===== src/rtl/cmon_pkg.sv =====
package cmon_pkg;
  typedef enum logic [1:0] {
    MS_OFF  = 2'd0,
    MS_WAIT = 2'd1,
    MS_MON  = 2'd2
  } mon_state_e;

  localparam logic ADDR_MODE = 1'b0;
  localparam logic ADDR_STAB = 1'b1;
  localparam logic [7:0] STAB_RESET = 8'h05;
endpackage


===== src/rtl/cmon_x1_edge.sv =====
module cmon_x1_edge #(
  parameter int SYNC_STAGES = 2
) (
  input  logic clk,
  input  logic rst_n,
  input  logic x1_async,
  output logic x1_rise
);
  logic [SYNC_STAGES-1:0] sync_q;
  logic                   prev_q;

  genvar g;
  generate
    for (g = 0; g < SYNC_STAGES; g++) begin : g_stage
      if (g == 0) begin : g_first
        always_ff @(posedge clk or negedge rst_n) begin
          if (!rst_n) sync_q[g] <= 1'b0;
          else        sync_q[g] <= x1_async;
        end
      end else begin : g_next
        always_ff @(posedge clk or negedge rst_n) begin
          if (!rst_n) sync_q[g] <= 1'b0;
          else        sync_q[g] <= sync_q[g-1];
        end
      end
    end
  endgenerate

  always_ff @(posedge clk or negedge rst_n) begin
    if (!rst_n) prev_q <= 1'b0;
    else        prev_q <= sync_q[SYNC_STAGES-1];
  end

  assign x1_rise = sync_q[SYNC_STAGES-1] & ~prev_q;
endmodule


===== src/rtl/cmon_regs.sv =====
module cmon_regs
  import cmon_pkg::*;
(
  input  logic       clk,
  input  logic       rst_n,
  input  logic       we,
  input  logic       addr,
  input  logic [7:0] wdata,
  input  logic       det_set,
  output logic       en,
  output logic       flag,
  output logic [7:0] stab_sel,
  output logic [7:0] rdata
);
  logic       en_d, flag_d;
  logic [7:0] sel_d;
  logic       en_ce, sel_ce;

  assign en_ce  = we && (addr == ADDR_MODE) && wdata[0];
  assign sel_ce = we && (addr == ADDR_STAB);

  always_comb begin
    en_d   = en;
    flag_d = flag;
    sel_d  = stab_sel;
    if (en_ce)   en_d   = 1'b1;
    if (det_set) flag_d = 1'b1;
    if (sel_ce)  sel_d  = wdata;
  end

  always_ff @(posedge clk or negedge rst_n) begin
    if (!rst_n) begin
      en       <= 1'b0;
      flag     <= 1'b0;
      stab_sel <= STAB_RESET;
    end else begin
      en       <= en_d;
      flag     <= flag_d;
      stab_sel <= sel_d;
    end
  end

  always_comb begin
    if (addr == ADDR_MODE) rdata = {flag, 6'b0, en};
    else                   rdata = stab_sel;
  end
endmodule


===== src/rtl/cmon_stab.sv =====
module cmon_stab #(
  parameter int MIN_EXP = 12,
  parameter int SEL_N   = 5
) (
  input  logic       clk,
  input  logic       rst_n,
  input  logic       active,
  input  logic       x1_rise,
  input  logic [7:0] sel,
  output logic       done
);
  localparam int CNT_W = MIN_EXP + SEL_N;
  localparam int IDX_W = (SEL_N > 1) ? $clog2(SEL_N) : 1;

  logic [CNT_W-1:0] cnt_q, cnt_d;
  logic [CNT_W-1:0] last;
  logic [IDX_W-1:0] idx;

  always_comb begin
    if (sel >= 8'd1 && sel <= 8'(SEL_N)) idx = IDX_W'(sel - 8'd1);
    else                                 idx = IDX_W'(SEL_N - 1);
    last = (CNT_W'(1) << (MIN_EXP + int'(idx))) - CNT_W'(1);
  end

  assign done = active && x1_rise && (cnt_q == last);

  always_comb begin
    cnt_d = cnt_q;
    if (!active)      cnt_d = '0;
    else if (x1_rise) cnt_d = cnt_q + CNT_W'(1);
  end

  always_ff @(posedge clk or negedge rst_n) begin
    if (!rst_n) cnt_q <= '0;
    else        cnt_q <= cnt_d;
  end
endmodule


===== src/rtl/cmon_timeout.sv =====
module cmon_timeout #(
  parameter int TIMEOUT = 4
) (
  input  logic clk,
  input  logic rst_n,
  input  logic active,
  input  logic x1_rise,
  output logic req
);
  localparam int TW = $clog2(TIMEOUT + 1);

  logic [TW-1:0] cnt_q, cnt_d;
  logic          fire, req_d;

  assign fire = active && !x1_rise && (cnt_q == TW'(TIMEOUT - 1));

  always_comb begin
    cnt_d = cnt_q + TW'(1);
    if (!active || x1_rise || fire) cnt_d = '0;
    req_d = fire;
  end

  always_ff @(posedge clk or negedge rst_n) begin
    if (!rst_n) begin
      cnt_q <= '0;
      req   <= 1'b0;
    end else begin
      cnt_q <= cnt_d;
      req   <= req_d;
    end
  end
endmodule


===== src/rtl/clk_stop_monitor.sv =====
module clk_stop_monitor
  import cmon_pkg::*;
#(
  parameter int SYNC_STAGES = 2,
  parameter int TIMEOUT     = 4,
  parameter int MIN_EXP     = 12,
  parameter int SEL_N       = 5
) (
  input  logic       clk,
  input  logic       rst_n,
  input  logic       x1_clk,
  input  logic       stop_mode,
  input  logic       reg_we,
  input  logic       reg_addr,
  input  logic [7:0] reg_wdata,
  output logic [7:0] reg_rdata,
  output logic       reset_req,
  output logic [1:0] mon_state
);
  logic [1:0] rst_pipe;
  logic       rst_i_n;
  logic       x1_rise;
  logic       mon_en, det_flag;
  logic [7:0] stab_sel;
  logic       stab_done;
  logic       stop_q;
  logic       stop_release;
  mon_state_e state_q, state_d;

  always_ff @(posedge clk or negedge rst_n) begin
    if (!rst_n) rst_pipe <= 2'b00;
    else        rst_pipe <= {rst_pipe[0], 1'b1};
  end
  assign rst_i_n = rst_pipe[1];

  cmon_x1_edge #(.SYNC_STAGES(SYNC_STAGES)) u_edge (
    .clk(clk), .rst_n(rst_i_n), .x1_async(x1_clk), .x1_rise(x1_rise)
  );

  cmon_regs u_regs (
    .clk(clk), .rst_n(rst_i_n), .we(reg_we), .addr(reg_addr),
    .wdata(reg_wdata), .det_set(reset_req), .en(mon_en), .flag(det_flag),
    .stab_sel(stab_sel), .rdata(reg_rdata)
  );

  cmon_stab #(.MIN_EXP(MIN_EXP), .SEL_N(SEL_N)) u_stab (
    .clk(clk), .rst_n(rst_i_n), .active(state_q == MS_WAIT),
    .x1_rise(x1_rise), .sel(stab_sel), .done(stab_done)
  );

  cmon_timeout #(.TIMEOUT(TIMEOUT)) u_tmo (
    .clk(clk), .rst_n(rst_i_n), .active(state_q == MS_MON),
    .x1_rise(x1_rise), .req(reset_req)
  );

  assign stop_release = stop_q && !stop_mode;

  always_comb begin
    state_d = state_q;
    if (stop_mode) begin
      state_d = MS_OFF;
    end else begin
      case (state_q)
        MS_OFF: begin
          if (mon_en && stop_release) state_d = MS_WAIT;
          else if (mon_en)            state_d = MS_MON;
        end
        MS_WAIT: if (stab_done) state_d = MS_MON;
        MS_MON:  state_d = MS_MON;
        default: state_d = MS_OFF;
      endcase
    end
  end

  always_ff @(posedge clk or negedge rst_i_n) begin
    if (!rst_i_n) begin
      state_q <= MS_OFF;
      stop_q  <= 1'b0;
    end else begin
      state_q <= state_d;
      stop_q  <= stop_mode;
    end
  end

  assign mon_state = state_q;
endmodule



===== config.mk =====
export PLATFORM = sky130hd
export DESIGN_NAME = clk_stop_monitor
export DESIGN_NICKNAME = d
export VERILOG_FILES = /design/src/rtl/cmon_pkg.sv /design/src/rtl/cmon_x1_edge.sv /design/src/rtl/cmon_regs.sv /design/src/rtl/cmon_stab.sv /design/src/rtl/cmon_timeout.sv /design/src/rtl/clk_stop_monitor.sv
export SDC_FILE = /design/constraint.sdc
export NUM_CORES = 1
export LEC_CHECK = 0
export CORE_UTILIZATION = 30
export CTS_BUF_LIST = sky130_fd_sc_hd__clkbuf_16
export CTS_CLUSTER_DIAMETER = 60
export CTS_CLUSTER_SIZE = 16
export DETAILED_ROUTE_END_ITERATION = 16
export PLACE_DENSITY = 0.44
export SYNTH_ARGS = -nofsm -noshare
export SYNTH_HDL_FRONTEND = slang
export SYNTH_SLANG_ARGS = --single-unit

===== constraint.sdc =====
create_clock -name clk -period 1.7 [get_ports clk]
set_input_delay 0.34 -clock clk [delete_from_list [all_inputs] [get_ports clk]]
set_output_delay 0.34 -clock clk [all_outputs]
set_load 0.01 [all_outputs]

==> run_results.csv, run 1 <==
group,metric,value,unit
die,num_io_pins,25,
route,drc,2,
critical_path,r2r-end,"mon_state[0]$_DFFE_PN0P_",
finish,diodes,0,
critical_path,r2r_start,"u_regs.stab_sel[0]$_DFFE_PN1P_",
finish,utilization,46.6,%
sta,period_share,123,%
die,num_rows,29,
finish,drive_gt1_share,34.6,%
finish,fillers,608,
global_routing,grt_pass1_wl,7930,um
sta,fin_skew,0.00250,ns
die,fp.dieH,84.1,um
die,die_w,84.1,um
synth,synthTopCellsByArea,"dfrtp_1 (46%), ha_1 (6.2%), mux2_2 (5.0%)",
synth,synth_ff_type,"dfrtp_1",
synth,syn_nets,211,
route,wl,4560,um
route,ant_nets,0,
global_routing,overflow,0,
worst_hold_path,worstHoldPathType,"in2async",
pwr,ir_drop,0.498,mV
clocking,cts_tree,"yes",
finish,finish.net_count,289,
synth,seq_area_frac_synth,48.3,%
route,firstDrtPassIters,10,
pwr,power_density,925,nW/um^2
critical_path,crit_path_start,"u_regs.stab_sel[0]$_DFFE_PN1P_",
route,wl_per_cell,13.3,um
synth,yosysTopAreaCell,"dfrtp_1",
status,status,"finished, violations left",
synth,synth_edf_count,0,
place,gp_congestion,0.770,
critical_path,worstSetupPathType,"reg2reg",
critical_path,cp-end-kind,"flop",
place,placed_area,2690,um^2
clocking,cts_buffers,5,
finish,finish.instance_area,2990,um^2
place,port_buffers,24,
synth,synth_top_area_share,45.7,%
route,vias_per_cell,4.75,
synth,yosysWarnings,0,
clocking,worstSkewPairLatency,0.28,ns
sta,setup_viol,4,
clocking,root_buffer,"clkbuf_16",
critical_path,cp_max_fo,3,
synth,async_flop_share,100,%
finish,areaGrowthSynthToFinish,47.7,%
sta,final_hold_viol_count,0,
pwr,power_leakage,0.00140,uW
global_routing,grtUsageTotal,14.2,%
critical_path,crit_arrival,2.25,ns
global_routing,grt_pass1_vias,1665,
pwr,total_power,2770,uW
critical_path,reg2reg_depth,8,
clocking,cts_sinks,39,
global_routing,antenna_found_initial,0,
sta,worst_slack,-0.397,ns
synth,synthesis.instances,187,
sta,max_freq,477,MHz
synth,synth_cell_types,42,
critical_path,startpoint_type,"flop",
route,dr_total_vias,1630,
sta,rsz0062_at_grt,"yes",
job,cap_violations,0,
sta,min_period,2.10,ns
place,hpwl,3390,um
clocking,max-clock-path-buffers,2,
clocking,h-tree-depth,2,
die,coreArea,6420,um^2
synth,ys_seq_elements,39,
die,start_util,31.5,%
clocking,path_clk_slew,0.06,ns
clocking,cts_hold_buf,0,
sta,drv_slew,0,
critical_path,reg2reg_slack,-0.40,ns
route,drt_iter0_markers,77,
synth,avgSynthCellArea,10.8,um^2
synth,synth_area,2020,um^2
status,failed_checks,"design-rule violations, negative setup slack",
global_routing,grt_max_degree,38,
die,die-area,7080,um^2
critical_path,crit_required,1.86,ns
[synth_stat cells (2+ instances only)]
library cell and instances:
dfrtp_1 37, nand4_1 6, o21ai_0 5, o211ai_1 3, xnor2_1 7, xor2_1 7, a21boi_0 3, mux2_2 9
nand2_1 13, inv_1 9, and2_1 15, nor4_1 2, a21oi_1 3, nand3_1 6, ha_1 10, a211oi_1 2
clkbuf_1 4, or4_1 3, nor3_1 4, dfstp_2 2, nand2b_1 3, a2bb2oi_1 2, nor2b_1 7, or3_1 3
nor2_1 5
[metal layers]
metal / global-route usage [%] / share of wire, % / vias up
met2: 23.2 / 49 / 20
met1: 18.5 / 48 / 802
li1: - / - / 804
met4: 4.70 / 1.1 / 0
met5: 0 / 0 / -
met3: 3.54 / 2.2 / 4
[critical path, cell delays in order (launching register included)]
cell and delay (ns):
dfstp_2 0.55, inv_2 0.04, ha_4 0.27, o211ai_1 0.08
or4_4 0.44, a211oi_4 0.21, buf_4 0.15, a2bb2oi_2 0.13
o211ai_1 0.10
[kinds of logic (layout without fill, tap and decap cells)]
group	after synthesis	after routing	synth area share, %
DFF	39	39	48.3
muxes	10	10	5.50
buffers and inverters	13	92	2.41
other	1	1	0.185
AOI/OAI and AO/OA	25	25	9.64
and+or+nand+nor	75	75	21.7
xor gates and xnor gates	14	14	6.06
adders and majority gates	10	10	6.18
[what timing repair did]
| action | CTS | global route |
|---|---|---|
| pin swaps | 6 | 1 |
| endpoints found under the setup margin | 15 | 11 |
| setup buffers | 4 | 3 |
| resized for setup | 20 | 13 |
[where the power goes]
group	leakage (uW)	switching, uW	internal [uW]	total (uW)
Sequential	0.000503	42.6	1010	1050
Combinational	0.000815	311	364	675
Clock	0.0000812	358	684	1040
Total	0.00140	711	2060	2770
[worst max path at each step]
stage                                    end  slack, ns  cells after the start
finish              mon_state[0]$_DFFE_PN0P_      -0.40                      8
global route        mon_state[0]$_DFFE_PN0P_      -0.51                      8
CTS                 mon_state[1]$_DFFE_PN0P_      -0.39                      7
detailed placement              reg_rdata[0]      -0.41                      5
global placement                reg_rdata[7]      -0.35                      3
floorplan           mon_state[0]$_DFFE_PN0P_      -0.30                      7
[area by class of cell]
type / instances / area, um^2 / area share [%]
repair buffers: 75 / 627 / 21.0
inverters: 9 / 33.8 / 1.13
clock buffers: 5 / 125 / 4.18
flip-flops and latches: 39 / 978 / 32.7
clock inverters: 3 / 38.8 / 1.30
multi-input cells: 135 / 1090 / 36.5
well taps: 77 / 96.3 / 3.22
[sequential cells by signal, indices dropped and copies added (netlist names), 2 cells and up]
signal / count
u_edge.sync_q: 2
rst_pipe: 2
u_tmo.cnt_q: 3
u_stab.cnt_q: 17
mon_state: 2
u_regs.stab_sel: 8
[cells in the final DEF (no fill, tap or decap), drive strengths merged, types with 7 or more instances in the layout]
cell and count:
xor2 7, nand2 13, dfrtp 37, clkdlybuf4s50 15
and2 16, buf 51, inv 9, xnor2 7
ha 10, mux2 9, nor2b 7
[through the flow]
step,hold slack (ns),std cells,setup WS [ns],setup TNS (ns)
finish,0.219,343,-0.397,-0.809
global route,0.226,343,-0.507,-1.29
CTS,0.218,340,-0.385,-0.745
detailed placement,0.317,328,-0.410,-3.83
global placement,0.309,328,-0.349,-3.30
floorplan,0.0444,187,-0.300,-0.827
Note: power is estimated with default switching activity, not from simulation.
==> run 2, diff against run 1 <==
--- a/config.mk
+++ b/config.mk
@@ -5,6 +5,7 @@
 export SDC_FILE = /design/constraint.sdc
 export NUM_CORES = 1
 export LEC_CHECK = 0
+export ABC_AREA = 1
 export CORE_UTILIZATION = 30
 export CTS_BUF_LIST = sky130_fd_sc_hd__clkbuf_16
 export CTS_CLUSTER_DIAMETER = 60
==> run_results.csv, run 2 <==
group,metric,value,unit
status,status,"finished, violations left",
status,failed_checks,"design-rule violations, negative setup slack",
sta,setup_viol,2,
pwr,p_int,1870,uW
finish,areaGrowthSynthToFinish,28.9,%
pwr,power.share.clock,42.7,%
worst_hold_path,worstHoldPathType,"in2async",
route,vias_per_cell,4.36,
place,placed_area,2470,um^2
finish,top_register,"u_stab.cnt_q",
clocking,cts_buffers,5,
synth,syn_nets,279,
pwr,comb_power_share,16.4,%
sta,hold-worst-slack,0.214,ns
synth,synth_ff_type,"dfrtp_1",
place,port_buffers,24,
clocking,path_clk_slew,0.06,ns
pwr,power_leakage,0.00130,uW
synth,async_flop_share,100,%
clocking,h-tree-depth,2,
critical_path,cp_max_fo,3,
clocking,root_buffer,"clkbuf_16",
synth,synth_area,2060,um^2
die,die_w,85.0,um
place,place_inst,364,
critical_path,cp-end-kind,"flop",
finish,final_cell_mix,"nand2_1 (52), inv_1 (37), dfrtp_1 (37), nor2_1 (30), clkdlybuf4s50_1 (16)",
place,hpwl,3070,um
global_routing,grt_max_degree,38,
die,num_io_pins,25,
finish,largest_reg_flops,17,
pwr,sw_frac_of_total,25.1,%
clocking,cts_tree,"yes",
clocking,worstSkewPairLatency,0.28,ns
synth,seq_area_frac_synth,47.4,%
synth,yosysMostFrequentCell,"nand2_1",
sta,drv_slew,0,
route,dr_total_vias,1625,
synth,yosysWarnings,0,
sta,fin_skew,0.00379,ns
critical_path,crit_required,1.87,ns
synth,netlist_top_cells_count,"nand2_1 (56), inv_1 (38), dfrtp_1 (37), nor2_1 (31), a21oi_1 (14)",
route,drt_iter0_markers,59,
finish,final_common_cell,"nand2_1",
global_routing,grt_pass1_vias,1594,
synth,avgSynthCellArea,8.10,um^2
global_routing,grt_pass1_wl,7220,um
die,num_rows,29,
critical_path,startpoint_type,"flop",
synth,synth_edf_count,0,
finish,diodes,0,
critical_path,crit_arrival,1.93,ns
die,die-area,7220,um^2
synth,synth_cell_types,29,
sta,final_hold_viol_count,0,
finish,fin_cells,373,
sta,min_period,1.76,ns
pwr,ir_drop,0.454,mV
synth,yosysTopAreaCell,"dfrtp_1",
die,coreArea,6490,um^2
sta,rsz0062_at_grt,"yes",
synth,ys_seq_elements,39,
sta,max_freq,567,MHz
synth,synth_top_area_share,44.8,%
route,wl,4160,um
route,drc,2,
global_routing,antenna_found_initial,0,
finish,finish.net_count,319,
die,start_util,31.8,%
critical_path,worstSetupPathType,"reg2reg",
route,ant_nets,0,
clocking,cts_sinks,39,
die,fp.dieH,85.0,um
synth,synthesis.instances,255,
route,wl_per_cell,11.1,um
finish,drive_gt1_share,18.6,%
sta,period_share,104,%
clocking,max-clock-path-buffers,2,
synth,synthTopCellsByArea,"dfrtp_1 (45%), nand2_1 (10%), inv_1 (6.9%)",
sta,worst_slack,-0.0642,ns
finish,reg_top3,"u_stab.cnt_q: 17 flops, u_regs.stab_sel: 8 flops, u_tmo.cnt_q: 3 flops",
route,firstDrtPassIters,10,
pwr,power_density,937,nW/um^2
pwr,power.switching,625,uW
finish,finish.instance_area,2660,um^2
job,cap_violations,0,
global_routing,grtUsageTotal,12.9,%
global_routing,overflow,0,
pwr,seqPwrFrac,40.9,%
place,gp_congestion,0.707,
[run 2: cell types whose count changed after synthesis, moves of 7 or more]
cell,previous run,this run
o21ai_0,5,12
mux2_2,9,2
and2_1,15,0
nor2b_1,7,0
nor2_1,5,31
a21oi_1,3,14
nand3_1,6,13
xnor2_1,7,0
inv_1,9,38
nand2_1,13,56
[run 2: worst max-delay path, cell delays in order (launching register included)]
cell and delay, ns:
dfstp_2 0.54, inv_2 0.05, ha_4 0.27, nor2_2 0.04, nor2_1 0.08, nand3_1 0.09, nor2_1 0.09, nand2_1 0.05
nor2_1 0.08, nand3_1 0.10, nand2_2 0.10, nand2_2 0.06, nand2_1 0.06, nand2_1 0.05
[run 2: area by class of cell]
cell class / instances / area [um^2]
Inverter: 41 / 154
Fill cell: 678 / 3830
Sequential cell: 39 / 978
Tap cell: 77 / 96.3
Multi-Input combinational cell: 172 / 946
Clock inverter: 3 / 43.8
Timing Repair Buffer: 36 / 318
Clock buffer: 5 / 125
[run 2: final timing paths]
path / start / slack, ns / cells after the start / to
worst max register to register: u_regs.stab_sel[0]$_DFFE_PN1P_ / -0.06 / 13 / mon_state[0]$_DFFE_PN0P_
min in group clk: u_edge.sync_q[0]$_DFF_PN0_ / 0.35 / 0 / u_edge.sync_q[1]$_DFF_PN0_
worst min register to register: rst_pipe[1]$_DFF_PN0_ / 0.29 / 1 / u_regs.stab_sel[3]$_DFFE_PN0P_
worst max-delay path: u_regs.stab_sel[0]$_DFFE_PN1P_ / -0.06 / 13 / mon_state[0]$_DFFE_PN0P_
max in group asynchronous: rst_pipe[1]$_DFF_PN0_ / 1.05 / 1 / u_regs.stab_sel[2]$_DFFE_PN1P_
worst min-delay path: rst_n / 0.21 / 1 / rst_pipe[0]$_DFF_PN0_
[run 2: logic make-up (layout without fill, tap and decap cells)]
logic type	count (synthesis)	after routing	share of synthesized area (%)
and+or+nand+nor	129	129	28.8
buffers and inverters	44	85	8.48
DFF	39	39	47.4
AOI/OAI and AO/OA	29	29	7.58
adders and majority gates	10	10	6.06
muxes	2	2	1.09
other	1	1	0.182
xor gates and xnor gates	1	1	0.424
[run 2: repair_timing]
action	CTS	global route
hold buffers	0	0
resized for setup	13	9
pin swaps	3	6
buffers inserted	0	1
setup endpoints to repair	10	8
[run 2: power by group through the flow]
stage / sequential, uW / combinational (uW) / clock (uW)
global route: 1030 / 473 / 1150
detailed placement: 1040 / 419 / 0
CTS: 1020 / 413 / 1110
global placement: 1040 / 420 / 0
floorplan: 1050 / 213 / 0
finish: 1020 / 408 / 1070
[run 2: through the flow]
stage	worst slack [ns]	setup TNS (ns)	power [uW]	utilization [%]
3_5_place_dp	-0.319	-2.14	1460	38.1
6_report	-0.0642	-0.115	2490	41.0
5_1_grt	-0.249	-0.509	2650	41.0
3_3_place_gp	-0.311	-2.11	1460	38.1
4_1_cts	-0.0829	-0.159	2550	40.7
2_1_floorplan	0.0301	0	1270	-
[run 2: layer usage]
layer	vias to the layer above	share of wire, %	GRT usage, %
met5	-	0	0
met4	0	0.70	4.62
met3	2	2.8	3.02
met2	15	47	21.4
met1	734	50	16.4
li1	874	-	-
==> run 3, diff against run 2 <==
--- a/config.mk
+++ b/config.mk
@@ -12,6 +12,7 @@
 export CTS_CLUSTER_SIZE = 16
 export DETAILED_ROUTE_END_ITERATION = 16
 export PLACE_DENSITY = 0.44
+export RECOVER_POWER = 25
 export SYNTH_ARGS = -nofsm -noshare
 export SYNTH_HDL_FRONTEND = slang
 export SYNTH_SLANG_ARGS = --single-unit
==> run_results.csv, run 3 (synthesis results as in run 2) <==
group,metric,value,unit
route,wl,4160,um
finish,final_cell_mix,"nand2_1 (52), inv_1 (37), dfrtp_1 (37), nor2_1 (30)",
sta,worst_pin_slew,0.955,ns
die,num_io_pins,25,
critical_path,startpoint_type,"flop",
sta,final_hold_viol_count,0,
critical_path,reg2reg_slack,-0.06,ns
critical_path,reg2reg_depth,13,
route,vias_per_cell,4.36,
sta,slew_headroom,36.3,%
finish,largest_reg_flops,17,
finish,diodes,0,
sta,fin_skew,0.00379,ns
clocking,path_clk_slew,0.06,ns
route,wl_per_cell,11.1,um
die,start_util,31.8,%
critical_path,cp_max_fo,3,
clocking,cts_buffers,5,
critical_path,r2r_start,"u_regs.stab_sel[0]$_DFFE_PN1P_",
die,coreArea,6490,um^2
sta,finalSetupTns,-0.115,ns
die,die_w,85.0,um
critical_path,r2r-end,"mon_state[0]$_DFFE_PN0P_",
critical_path,crit_required,1.87,ns
sta,period_share,104,%
clocking,root_buffer,"clkbuf_16",
critical_path,cp-end-kind,"flop",
pwr,power_density,937,nW/um^2
clocking,cts_sinks,39,
status,status,"finished, violations left",
die,fp.dieH,85.0,um
clocking,cts_tree,"yes",
global_routing,grt_max_degree,38,
finish,areaGrowthSynthToFinish,28.8,%
die,num_rows,29,
sta,rsz0062_at_grt,"yes",
finish,fin_cells,373,
die,die-area,7220,um^2
job,cap_violations,0,
route,firstDrtPassIters,10,
global_routing,grt_pass1_vias,1594,
sta,max_freq,567,MHz
critical_path,worstSetupPathType,"reg2reg",
place,gp_congestion,0.707,
route,ant_nets,0,
finish,final_common_cell,"nand2_1",
finish,finish.instance_area,2660,um^2
global_routing,overflow,0,
status,failed_checks,"design-rule violations, negative setup slack",
place,port_buffers,24,
pwr,total_power,2490,uW
route,drt_iter0_markers,59,
place,hpwl,3070,um
clocking,h-tree-depth,2,
clocking,cts_hold_buf,0,
clocking,worstSkewPairLatency,0.28,ns
place,placed_area,2470,um^2
worst_hold_path,worstHoldPathType,"in2async",
finish,drive_gt1_share,18.6,%
sta,worst_slack,-0.0642,ns
sta,min_period,1.76,ns
pwr,ir_drop,0.453,mV
route,dr_total_vias,1625,
finish,finish.net_count,319,
pwr,power_leakage,0.00130,uW
finish,reg_top3,"u_stab.cnt_q: 17 flops, u_regs.stab_sel: 8 flops, u_tmo.cnt_q: 3 flops",
global_routing,grt_pass1_wl,7220,um
place,place_ws,-0.319,ns
clocking,max-clock-path-buffers,2,
sta,drv_slew,0,
place,place_inst,364,
critical_path,crit_arrival,1.93,ns
sta,setup_viol,2,
global_routing,antenna_found_initial,0,
global_routing,grtUsageTotal,12.9,%
route,drc,2,
finish,top_register,"u_stab.cnt_q",
run 3: changes by cell type in the layout (fill, tap and decap cells not counted):
cell / delta
buf_4: -1
clkdlybuf4s50_1: -2
clkbuf_2: +1
dlygate4sd3_1: +2
run 3: critical path: stages (launching register included):
cell and delay (ns):
dfstp_2 0.54, inv_2 0.05, ha_4 0.27, nor2_2 0.04
nor2_1 0.08, nand3_1 0.09, nor2_1 0.09, nand2_1 0.05
nor2_1 0.08, nand3_1 0.10, nand2_2 0.10, nand2_2 0.06
nand2_1 0.06, nand2_1 0.05
run 3: worst max path at each step:
stage,to,slack [ns],from
floorplan,mon_state[0]$_DFFE_PN0P_,0.03,u_regs.stab_sel[0]$_DFFE_PN1P_
global placement,reg_rdata[7],-0.31,reg_addr
detailed placement,reg_rdata[7],-0.32,reg_addr
CTS,mon_state[0]$_DFFE_PN0P_,-0.08,u_regs.stab_sel[0]$_DFFE_PN1P_
global route,mon_state[0]$_DFFE_PN0P_,-0.25,u_regs.stab_sel[0]$_DFFE_PN1P_
finish,mon_state[0]$_DFFE_PN0P_,-0.06,u_regs.stab_sel[0]$_DFFE_PN1P_
run 3: where the power goes:
| group | switching, uW | internal (uW) |
|---|---|---|
| registers | 30.6 | 989 |
| logic | 220 | 187 |
| clock network | 374 | 692 |
run 3: area by class of cell:
class	count	area, um^2
Clock buffer	5	125
Clock inverter	3	43.8
Fill cell	678	3840
Inverter	41	154
Multi-Input combinational cell	172	946
Sequential cell	39	978
Tap cell	77	96.3
Timing Repair Buffer	36	315
run 3: per-layer routing:
| layer | vias to the layer above | routed length (um) | track usage [%] |
|---|---|---|---|
| met2 | 15 | 1940 | 21.4 |
| met5 | - | 0 | 0 |
| met3 | 2 | 116 | 3.02 |
| met1 | 734 | 2070 | 16.4 |
| met4 | 0 | 29 | 4.62 |
| li1 | 874 | - | - |
run 3: per-stage QoR:
| step | utilization (%) | hold WS, ns |
|---|---|---|
| after floorplan | - | 0.0444 |
| after global placement | 38.1 | 0.323 |
| after detailed placement | 38.1 | 0.324 |
| after CTS | 40.7 | 0.208 |
| after global routing | 40.9 | 0.276 |
| final | 40.9 | 0.283 |
run 3: timing repair:
item	in CTS	in global routing
setup endpoints to repair	10	8
buffers inserted	0	1
pin swaps	3	6
gates resized for setup	13	9
